**src/rtl/sw_pkg.sv**
```systemverilog
package sw_pkg;
  localparam int NUM_OUT = 2;

  typedef enum logic [1:0] {
    ST_IDLE = 2'd0,
    ST_FWD0 = 2'd1,
    ST_FWD1 = 2'd2,
    ST_DONE = 2'd3
  } sw_state_e;

  typedef enum logic [1:0] {
    ACT_DROP  = 2'd0,
    ACT_BURST = 2'd1,
    ACT_HALT  = 2'd2
  } hdr_act_e;
endpackage

```
**src/rtl/sw_hdr_decode.sv**
```systemverilog
module sw_hdr_decode
  import sw_pkg::*;
#(
  parameter int CNT_W = 8
) (
  input  logic             head,
  input  logic             live,
  input  logic             tail,
  input  logic [CNT_W-1:0] count,
  output hdr_act_e         act
);
  logic is_start;
  logic is_end;
  logic has_words;

  assign is_start  = head && live && !tail;
  assign is_end    = live && tail;
  assign has_words = (count != '0);

  always_comb begin
    if (is_end) begin
      act = ACT_HALT;
    end else if (is_start && has_words) begin
      act = ACT_BURST;
    end else begin
      act = ACT_DROP;
    end
  end
endmodule

```
**src/rtl/sw_burst_ctr.sv**
```systemverilog
module sw_burst_ctr #(
  parameter int CNT_W = 8
) (
  input  logic             clk,
  input  logic             rst_n,
  input  logic             load,
  input  logic [CNT_W-1:0] load_val,
  input  logic             dec,
  output logic             last,
  output logic             empty
);
  logic [CNT_W-1:0] remain;

  always_ff @(posedge clk) begin
    if (!rst_n) begin
      remain <= '0;
    end else if (load) begin
      remain <= load_val;
    end else if (dec) begin
      remain <= remain - 1'b1;
    end
  end

  assign last  = (remain == {{(CNT_W-1){1'b0}}, 1'b1});
  assign empty = (remain == '0);

  assert_no_underflow_R4: assert property (@(posedge clk) disable iff (!rst_n)
    dec |-> !empty)
    else $error("burst counter decremented at zero");

  assert_no_reload_midburst_R10: assert property (@(posedge clk) disable iff (!rst_n)
    load |-> empty)
    else $error("burst counter reloaded while counting");
endmodule

```
**src/rtl/sw_out_steer.sv**
```systemverilog
module sw_out_steer #(
  parameter int DATA_W  = 32,
  parameter int NUM_OUT = 2,
  localparam int SEL_W  = (NUM_OUT > 1) ? $clog2(NUM_OUT) : 1
) (
  input  logic               fwd_en,
  input  logic [SEL_W-1:0]   sel,
  input  logic               in_valid,
  input  logic [DATA_W-1:0]  in_data,
  output logic               in_ready,
  input  logic [NUM_OUT-1:0] out_ready,
  output logic [NUM_OUT-1:0] out_valid,
  output logic [DATA_W-1:0]  out_data [NUM_OUT],
  output logic [NUM_OUT-1:0] out_fire
);
  for (genvar k = 0; k < NUM_OUT; k++) begin : g_port
    logic chosen;
    assign chosen       = fwd_en && (sel == SEL_W'(k));
    assign out_valid[k] = chosen && in_valid;
    assign out_data[k]  = in_data;
    assign out_fire[k]  = out_valid[k] && out_ready[k];
  end

  assign in_ready = fwd_en && out_ready[sel];
endmodule

```
**src/rtl/stream_split_switch.sv**
```systemverilog
module stream_split_switch
  import sw_pkg::*;
#(
  parameter int DATA_W = 32,
  parameter int CNT_W  = 8
) (
  input  logic              clk,
  input  logic              rst_n,
  input  logic              hdr_valid,
  output logic              hdr_ready,
  input  logic              hdr_head,
  input  logic              hdr_live,
  input  logic              hdr_tail,
  input  logic              hdr_dst,
  input  logic [CNT_W-1:0]  hdr_count,
  input  logic              in_valid,
  output logic              in_ready,
  input  logic [DATA_W-1:0] in_data,
  output logic              out0_valid,
  input  logic              out0_ready,
  output logic [DATA_W-1:0] out0_data,
  output logic              out1_valid,
  input  logic              out1_ready,
  output logic [DATA_W-1:0] out1_data
);
  localparam int SEL_W = (NUM_OUT > 1) ? $clog2(NUM_OUT) : 1;

  sw_state_e          state, state_nx;
  hdr_act_e           act;
  logic               hdr_fire;
  logic               fwd_en;
  logic [SEL_W-1:0]   route;
  logic [NUM_OUT-1:0] o_ready, o_valid, o_fire;
  logic [DATA_W-1:0]  o_data [NUM_OUT];
  logic [NUM_OUT-1:0] ctr_load, ctr_last, ctr_empty;

  sw_hdr_decode #(.CNT_W(CNT_W)) u_dec (
    .head  (hdr_head),
    .live  (hdr_live),
    .tail  (hdr_tail),
    .count (hdr_count),
    .act   (act)
  );

  assign hdr_ready = (state == ST_IDLE);
  assign hdr_fire  = hdr_valid && hdr_ready;
  assign fwd_en    = (state == ST_FWD0) || (state == ST_FWD1);
  assign route     = SEL_W'(state == ST_FWD1);

  for (genvar k = 0; k < NUM_OUT; k++) begin : g_ctr
    assign ctr_load[k] = hdr_fire && (act == ACT_BURST) && (SEL_W'(hdr_dst) == SEL_W'(k));
    sw_burst_ctr #(.CNT_W(CNT_W)) u_ctr (
      .clk      (clk),
      .rst_n    (rst_n),
      .load     (ctr_load[k]),
      .load_val (hdr_count),
      .dec      (o_fire[k]),
      .last     (ctr_last[k]),
      .empty    (ctr_empty[k])
    );
  end

  assign o_ready = {out1_ready, out0_ready};

  sw_out_steer #(.DATA_W(DATA_W), .NUM_OUT(NUM_OUT)) u_steer (
    .fwd_en    (fwd_en),
    .sel       (route),
    .in_valid  (in_valid),
    .in_data   (in_data),
    .in_ready  (in_ready),
    .out_ready (o_ready),
    .out_valid (o_valid),
    .out_data  (o_data),
    .out_fire  (o_fire)
  );

  assign out0_valid = o_valid[0];
  assign out1_valid = o_valid[1];
  assign out0_data  = o_data[0];
  assign out1_data  = o_data[1];

  always_comb begin
    state_nx = state;
    unique case (state)
      ST_IDLE: begin
        if (hdr_fire) begin
          if (act == ACT_HALT) begin
            state_nx = ST_DONE;
          end else if (act == ACT_BURST) begin
            state_nx = hdr_dst ? ST_FWD1 : ST_FWD0;
          end
        end
      end
      ST_FWD0: if (o_fire[0] && ctr_last[0]) state_nx = ST_IDLE;
      ST_FWD1: if (o_fire[1] && ctr_last[1]) state_nx = ST_IDLE;
      ST_DONE: state_nx = ST_DONE;
      default: state_nx = ST_IDLE;
    endcase
  end

  always_ff @(posedge clk) begin
    if (!rst_n) begin
      state <= ST_IDLE;
    end else begin
      state <= state_nx;
    end
  end

  assert_one_output_R11: assert property (@(posedge clk) disable iff (!rst_n)
    $onehot0({out1_valid, out0_valid}))
    else $error("both outputs valid");

  assert_out0_needs_input_R5: assert property (@(posedge clk) disable iff (!rst_n)
    (out0_valid && out0_ready) |-> (in_valid && in_ready))
    else $error("output 0 moved without input handshake");

  assert_out1_needs_input_R5: assert property (@(posedge clk) disable iff (!rst_n)
    (out1_valid && out1_ready) |-> (in_valid && in_ready))
    else $error("output 1 moved without input handshake");

  assert_done_sticky_R7: assert property (@(posedge clk) disable iff (!rst_n)
    (state == ST_DONE) |=> (state == ST_DONE))
    else $error("terminal state left without reset");

  assert_done_silent_R7: assert property (@(posedge clk) disable iff (!rst_n)
    (state == ST_DONE) |-> (!hdr_ready && !in_ready && !out0_valid && !out1_valid))
    else $error("terminal state not silent");

  assert_burst_dst0_R2: assert property (@(posedge clk) disable iff (!rst_n)
    (hdr_valid && hdr_ready && hdr_head && hdr_live && !hdr_tail && !hdr_dst && hdr_count != '0)
    |=> (state == ST_FWD0))
    else $error("dst 0 burst did not start");

  assert_burst_dst1_R3: assert property (@(posedge clk) disable iff (!rst_n)
    (hdr_valid && hdr_ready && hdr_head && hdr_live && !hdr_tail && hdr_dst && hdr_count != '0)
    |=> (state == ST_FWD1))
    else $error("dst 1 burst did not start");

  assert_fwd_counter_live_R10: assert property (@(posedge clk) disable iff (!rst_n)
    (state == ST_FWD0) |-> !ctr_empty[0])
    else $error("forwarding on output 0 with empty count");
endmodule

```
**config.mk**
```make
export PLATFORM = sky130hd
export DESIGN_NAME = stream_split_switch
export DESIGN_NICKNAME = d
export VERILOG_FILES = /design/src/rtl/sw_pkg.sv /design/src/rtl/sw_hdr_decode.sv /design/src/rtl/sw_burst_ctr.sv /design/src/rtl/sw_out_steer.sv /design/src/rtl/stream_split_switch.sv
export SDC_FILE = /design/constraint.sdc
export NUM_CORES = 1
export LEC_CHECK = 0
export BUFFER_PORTS_ARGS = -buffer_cell sky130_fd_sc_hd__buf_4
export CAP_MARGIN = 5
export CORE_UTILIZATION = 38
export CTS_CLUSTER_DIAMETER = 200
export DETAILED_ROUTE_END_ITERATION = 12
export PLACE_DENSITY = 0.83
export SYNTH_ARGS = -nofsm -noshare
export SYNTH_HDL_FRONTEND = slang
export SYNTH_SLANG_ARGS = --single-unit
```
**constraint.sdc**
```tcl
create_clock -name clk -period 1.4 [get_ports clk]
set_input_delay 0 -clock clk [delete_from_list [all_inputs] [get_ports clk]]
set_output_delay 0 -clock clk [all_outputs]
set_load 0.05 [all_outputs]
```
Word level (Yosys, flattened, before mapping)
Cells that the tools add are included.

Register bits after elaboration: 18. Bits of input ports: 50. Output and inout bits: 68. Word-level logic and storage cells: 58.

Add/sub/neg operators: 2. Order comparisons: 1. Eq/ne operators: 11. Multiplexer cells: 15. Bitwise operators: 2. Reductions and logical operators: 24.

Operators with widths (number): two-way mux 8 bit (4); logical AND 1 bit (17); equality test 8 x 1 -> 1 bit, second input constant (2); subtractor 8 x 1 -> 8 bit, second input constant (2); two-way mux 2 bit (7); case mux 2 bit (4 select lines) (1); nonzero test 8 bit (1); equality test 2 bit, second input constant (3); equality test 2 x 1 -> 1 bit, second input constant (2); inequality test 2 x 1 -> 1 bit, second input constant (2); AND reduction 4 bit (1); nonzero test 2 bit (2); two-way mux 1 bit (3); inequality test 3 x 1 -> 1 bit, second input constant (1); zero test 2 bit (1); less-than comparator 1 x 2 -> 1 bit, second input constant (1); inequality test 2 bit, second input constant (1); NOT 1 bit (2); zero test 1 bit (1); logical OR 1 bit (1).

Depth between registers and ports, before layout
Depth after elaboration: 10. Depth in mapped cells: 7.

Cells and area by module
From an unflattened synthesis, not the netlist that was laid out.

Cells, all modules: 224. Area total of the unflattened synthesis: 1823.0 µm².

By module, submodules not included: sw_burst_ctr (instances 2, cells each 60, area an instance 519.2 µm², sequential area each 160.2 µm²); sw_out_steer (instances 1, cells each 72, area an instance 531.8 µm², sequential area each 0.0 µm²); stream_split_switch (instances 1, cells each 26, area an instance 215.2 µm², sequential area each 40.0 µm²); sw_hdr_decode (instances 1, cells each 6, area an instance 37.5 µm², sequential area each 0.0 µm²).

Worst setup path before layout
Ideal clock, no wire load.

Path kind: reg-to-reg. From: register state[0]. To: register g_ctr[1].u_ctr.remain[4]. Data arrival time: 1.738 ns. Required time: 1.279 ns. Path slack: -0.459 ns. Cell stages (with the launch flop): 8. Clock period less this slack: 1.859 ns. Path through: dfxtp_1 inv_1 ha_1 nand4b_1 a211o_1 buf_2 o21ai_0 a21oi_1.

Elaborated cells on any way between the ends: 12.

RTL lines: start, declared (RTL line stream_split_switch.sv:28) `sw_state_e state, state_nx;`; start signal, assigned (RTL line stream_split_switch.sv:105) `state <= state_nx;`; zero test 2 bit * (RTL line stream_split_switch.sv:45) `assign hdr_ready = (state == ST_IDLE);`; net hdr_ready (RTL line stream_split_switch.sv:10) `output logic hdr_ready,`; logical AND 1 bit * (RTL line stream_split_switch.sv:46) `assign hdr_fire = hdr_valid && hdr_ready;`; logical AND 1 bit * (2 in series) (RTL line stream_split_switch.sv:51) `assign ctr_load[k] = hdr_fire && (act == ACT_BURST) && (SEL_W'(hdr_dst) == SEL_W'(k));`; two-way mux 8 bit or nonzero test 2 bit (tied branches); end signal, assigned (RTL line sw_burst_ctr.sv:18) `remain <= load_val;`; end signal, assigned (RTL line sw_burst_ctr.sv:20) `remain <= remain - 1'b1;`; end, declared (RTL line sw_burst_ctr.sv:12) `logic [CNT_W-1:0] remain;`.

Mark *: on every way through the listed nets, which the timed path passes. The rest lies on a longest branch. A chain may end at the register's enable or synchronous reset.

Worst setup path after layout
From: register g_ctr[0].u_ctr.remain[4]. To: register state[1].

Longest elaborated chain between the ends: 4.

Ends and longest elaborated chain: start, declared (RTL line sw_burst_ctr.sv:12); start signal, assigned (RTL line sw_burst_ctr.sv:18); start signal, assigned (RTL line sw_burst_ctr.sv:20); equality test 8 x 1 -> 1 bit (RTL line sw_burst_ctr.sv:24) `assign last = (remain == {{(CNT_W-1){1'b0}}, 1'b1});`; logical AND 1 bit (RTL line stream_split_switch.sv:94) `ST_FWD0: if (o_fire[0] && ctr_last[0]) state_nx = ST_IDLE;`; inequality test 2 x 1 -> 1 bit (no source line); AND reduction 4 bit (no source line).

No other way between the ends.

==> results.cfg <==
[clock_network]
cts.clk_slew.worst_paths_ns = 0.07
clockBufferDepth = 2
cts.sinks = 18
cts_buffers = 3
htree_levels = 1
clk_latency_ns = 0.26
cts_root_buffer = clkbuf_8
cts_tree = built

[worst_hold_path]
hold_path.class = in -> out

[route]
viasPerCell = 5.13
drc = 0
drt_pass1_iterations = 4
drt_wl_total_um = 3740
post_drt_wl_per_cell_um = 15.6
ant_nets = 0
num_vias = 1232
drt_iter0_drc = 60

[floorplanning]
die_height_um = 68.7
design.core.area_mm2 = 0.00414
die_w_um = 68.7
ioPinCount = 118
die-area_mm2 = 0.00473
fp-row-count = 23
start_util_pct = 40.9

[setup_path]
cp_max_fo = 3
start_kind = flop
cp_cell_sequence = or4_4 > o41ai_4 > o211ai_2 > mux2i_1
cp_num_buf_inv = 0
crit_slowest_cell = or4_4
crit_path_end_kind = flop
critPathMaxStageDelay_ns = 0.58
cpLargestDelayFamily = simple AND/OR/NAND/NOR gates
critPathRequiredTime_ns = 1.54
critPathKind = reg -> reg
cp.arrival_ns = 1.72

[global_routing]
grt_pass1_wl_um = 5610
grt_max_degree = 15
antenna_found_initial = 0
grt_pass1_vias = 1258
track_usage_pct = 16.4
gr-total-overflow = 0

[logic_synthesis]
synth-seq-cells = 18
syn-cell-area_mm2 = 0.00169
synth_cell_types = 37
syn_area_per_cell_um2 = 8.34
synth_warnings = 0
yosysSeqAreaShare_pct = 21.3
synthesis.instances = 203
syn_nets = 263

[final_layout]
multi_input_area_mm2 = 0.00102
seq_area_um2 = 370
syn_to_final_growth_pct = 16.3
fill_cells = 386
design_area_mm2 = 0.00197
final_cell_mix = buf_4 (39), dfxtp_1 (14), nor2_1 (9), buf_6 (9), nand2_1 (8)
antennaDiodeCount = 0
nets = 251
drive_gt1_share_pct = 51.6
mostFrequentLayoutCell = buf_4

[sta]
hold_violations = 0
maxSlewViolCount = 0
skew_ns = 0.00397
layout_min_cycle_time_ns = 1.58
worst_slew_pin_slew_ns = 0.337
fmax_mhz = 633
fin_ws_ns = -0.181
whs_ns = 0.0000282
rsz0062_at_grt = true
period_share_pct = 113
finalSetupViolations = 17
slew_headroom_pct = 77.5

[power_and_ir_drop]
power.leakage_uw = 0.000789
power.total_uw = 2340
ir_drop_uv = 420
power.density_mw_per_mm2 = 1190

[run_status]
failed_checks = negative setup slack
status = complete, but fails checks

[placement]
port-buffer-count = 21
globalplace.congestion = 0.747
post_dp_cell_area_mm2 = 0.00160
hpwl_um = 2390

[flow_run]
cap_viol_max_count = 0
-- synth_stat cells --
master | count | area [µm²]
buf_4 | 64 | 480
dfxtp_1 | 18 | 360
nor2_1 | 11 | 41.3
a21oi_1 | 10 | 50.1
ha_1 | 10 | 125
inv_1 | 10 | 37.5
o21ai_0 | 10 | 50.1
nand2_1 | 8 | 30.0
xnor2_1 | 8 | 70.1
mux2i_1 | 7 | 70.1
nand3_1 | 6 | 30.0
nor4_1 | 5 | 31.3
xor2_1 | 5 | 43.8
a211oi_1 | 4 | 30.0
a211o_1 | 2 | 17.5
and2_1 | 2 | 12.5
buf_2 | 2 | 10.0
nand4b_1 | 2 | 17.5
a311oi_1 | 1 | 8.76
a41o_1 | 1 | 10.0
and4b_1 | 1 | 10.0
buf_1 | 1 | 3.75
clkbuf_1 | 1 | 3.75
nand2b_1 | 1 | 6.26
nand3_4 | 1 | 17.5
nand3b_1 | 1 | 7.51
nand4_1 | 1 | 6.26
nand4bb_1 | 1 | 11.3
nor2b_1 | 1 | 6.26
nor3_1 | 1 | 5.00
nor4b_2 | 1 | 15.0
o211ai_1 | 1 | 7.51
o211ai_2 | 1 | 12.5
o221ai_1 | 1 | 8.76
o41ai_4 | 1 | 27.5
or3_1 | 1 | 6.26
or4_4 | 1 | 11.3
-- report_power, final --
| part | internal [µW] | switching [µW] |
|---|---|---|
| Combinational | 631 | 596 |
| Sequential | 603 | 84.0 |
| Clock | 250 | 178 |
| Total | 1480 | 858 |
-- kinds of logic (layout without fill, tap and decap cells) --
family,Yosys count,after routing,share of synthesized area [%]
fa+ha+maj,10,10,7.39
simple gates,45,45,15.7
buf+inv,78,63,31.6
flops,18,18,21.3
compound gates,32,34,13.2
mux,7,7,4.14
xor+xnor,13,13,6.73
-- repair_timing --
action	4_1_cts	5_1_grt
setup buffers	5	5
endpoints found under the hold margin	0	0
resized for setup	26	27
hold buffers	0	0
setup endpoints to repair	19	19
pin swaps	6	12
cloned	1	1
-- per-layer routing --
layer  GRT usage, %  wire length [µm]  vias up  part of all wire, %
li1               -                 -      607                    -
met1           17.3              1500      597                   40
met2           30.6              2020       20                   54
met3           2.63               157        8                  4.2
met4           9.18                63        0                  1.7
met5              0                 0        -                    0
-- final cells by class --
type	instances	share of cell area, %
inverters	10	2.29
flip-flops and latches	18	18.8
multi-input cells	109	51.9
repair buffers	49	21.0
clock buffers	4	2.80
well taps	50	3.18
-- path summary, 6_finish.rpt --
kind	start	end	slack, ns	cells past startpoint
max reg2reg	g_ctr[0].u_ctr.remain[4]	state[1]	-0.18	4
max	g_ctr[0].u_ctr.remain[4]	state[1]	-0.18	4
min reg2reg	g_ctr[0].u_ctr.remain[7]	g_ctr[0].u_ctr.remain[7]	0.56	2
min	in_data[20]	out1_data[20]	0.00003	0
-- flip-flops by register name, indices dropped and copies added (netlist names) --
signal and cells:
g_ctr.u_ctr.remain 16, state 2
-- stage by stage --
stage          setup slack [ns]  setup TNS, ns  utilization (%)  instances
3_5_place_dp             -0.177          -1.88             38.5        224
6_report                 -0.181          -1.80             47.5        240
5_1_grt                  -0.219          -2.77             47.5        240
2_1_floorplan            -0.124          -1.58                -        203
4_1_cts                  -0.173         -0.782             43.6        234
3_3_place_gp             -0.107          -1.31             38.5        224
-- worst reg2reg max path, stage by stage, from the launching register on --
cell,delay [ns]
dfxtp_1,0.31
or4_4,0.58
o41ai_4,0.25
o211ai_2,0.17
mux2i_1,0.15
Note: power is estimated with default switching activity, not from simulation.
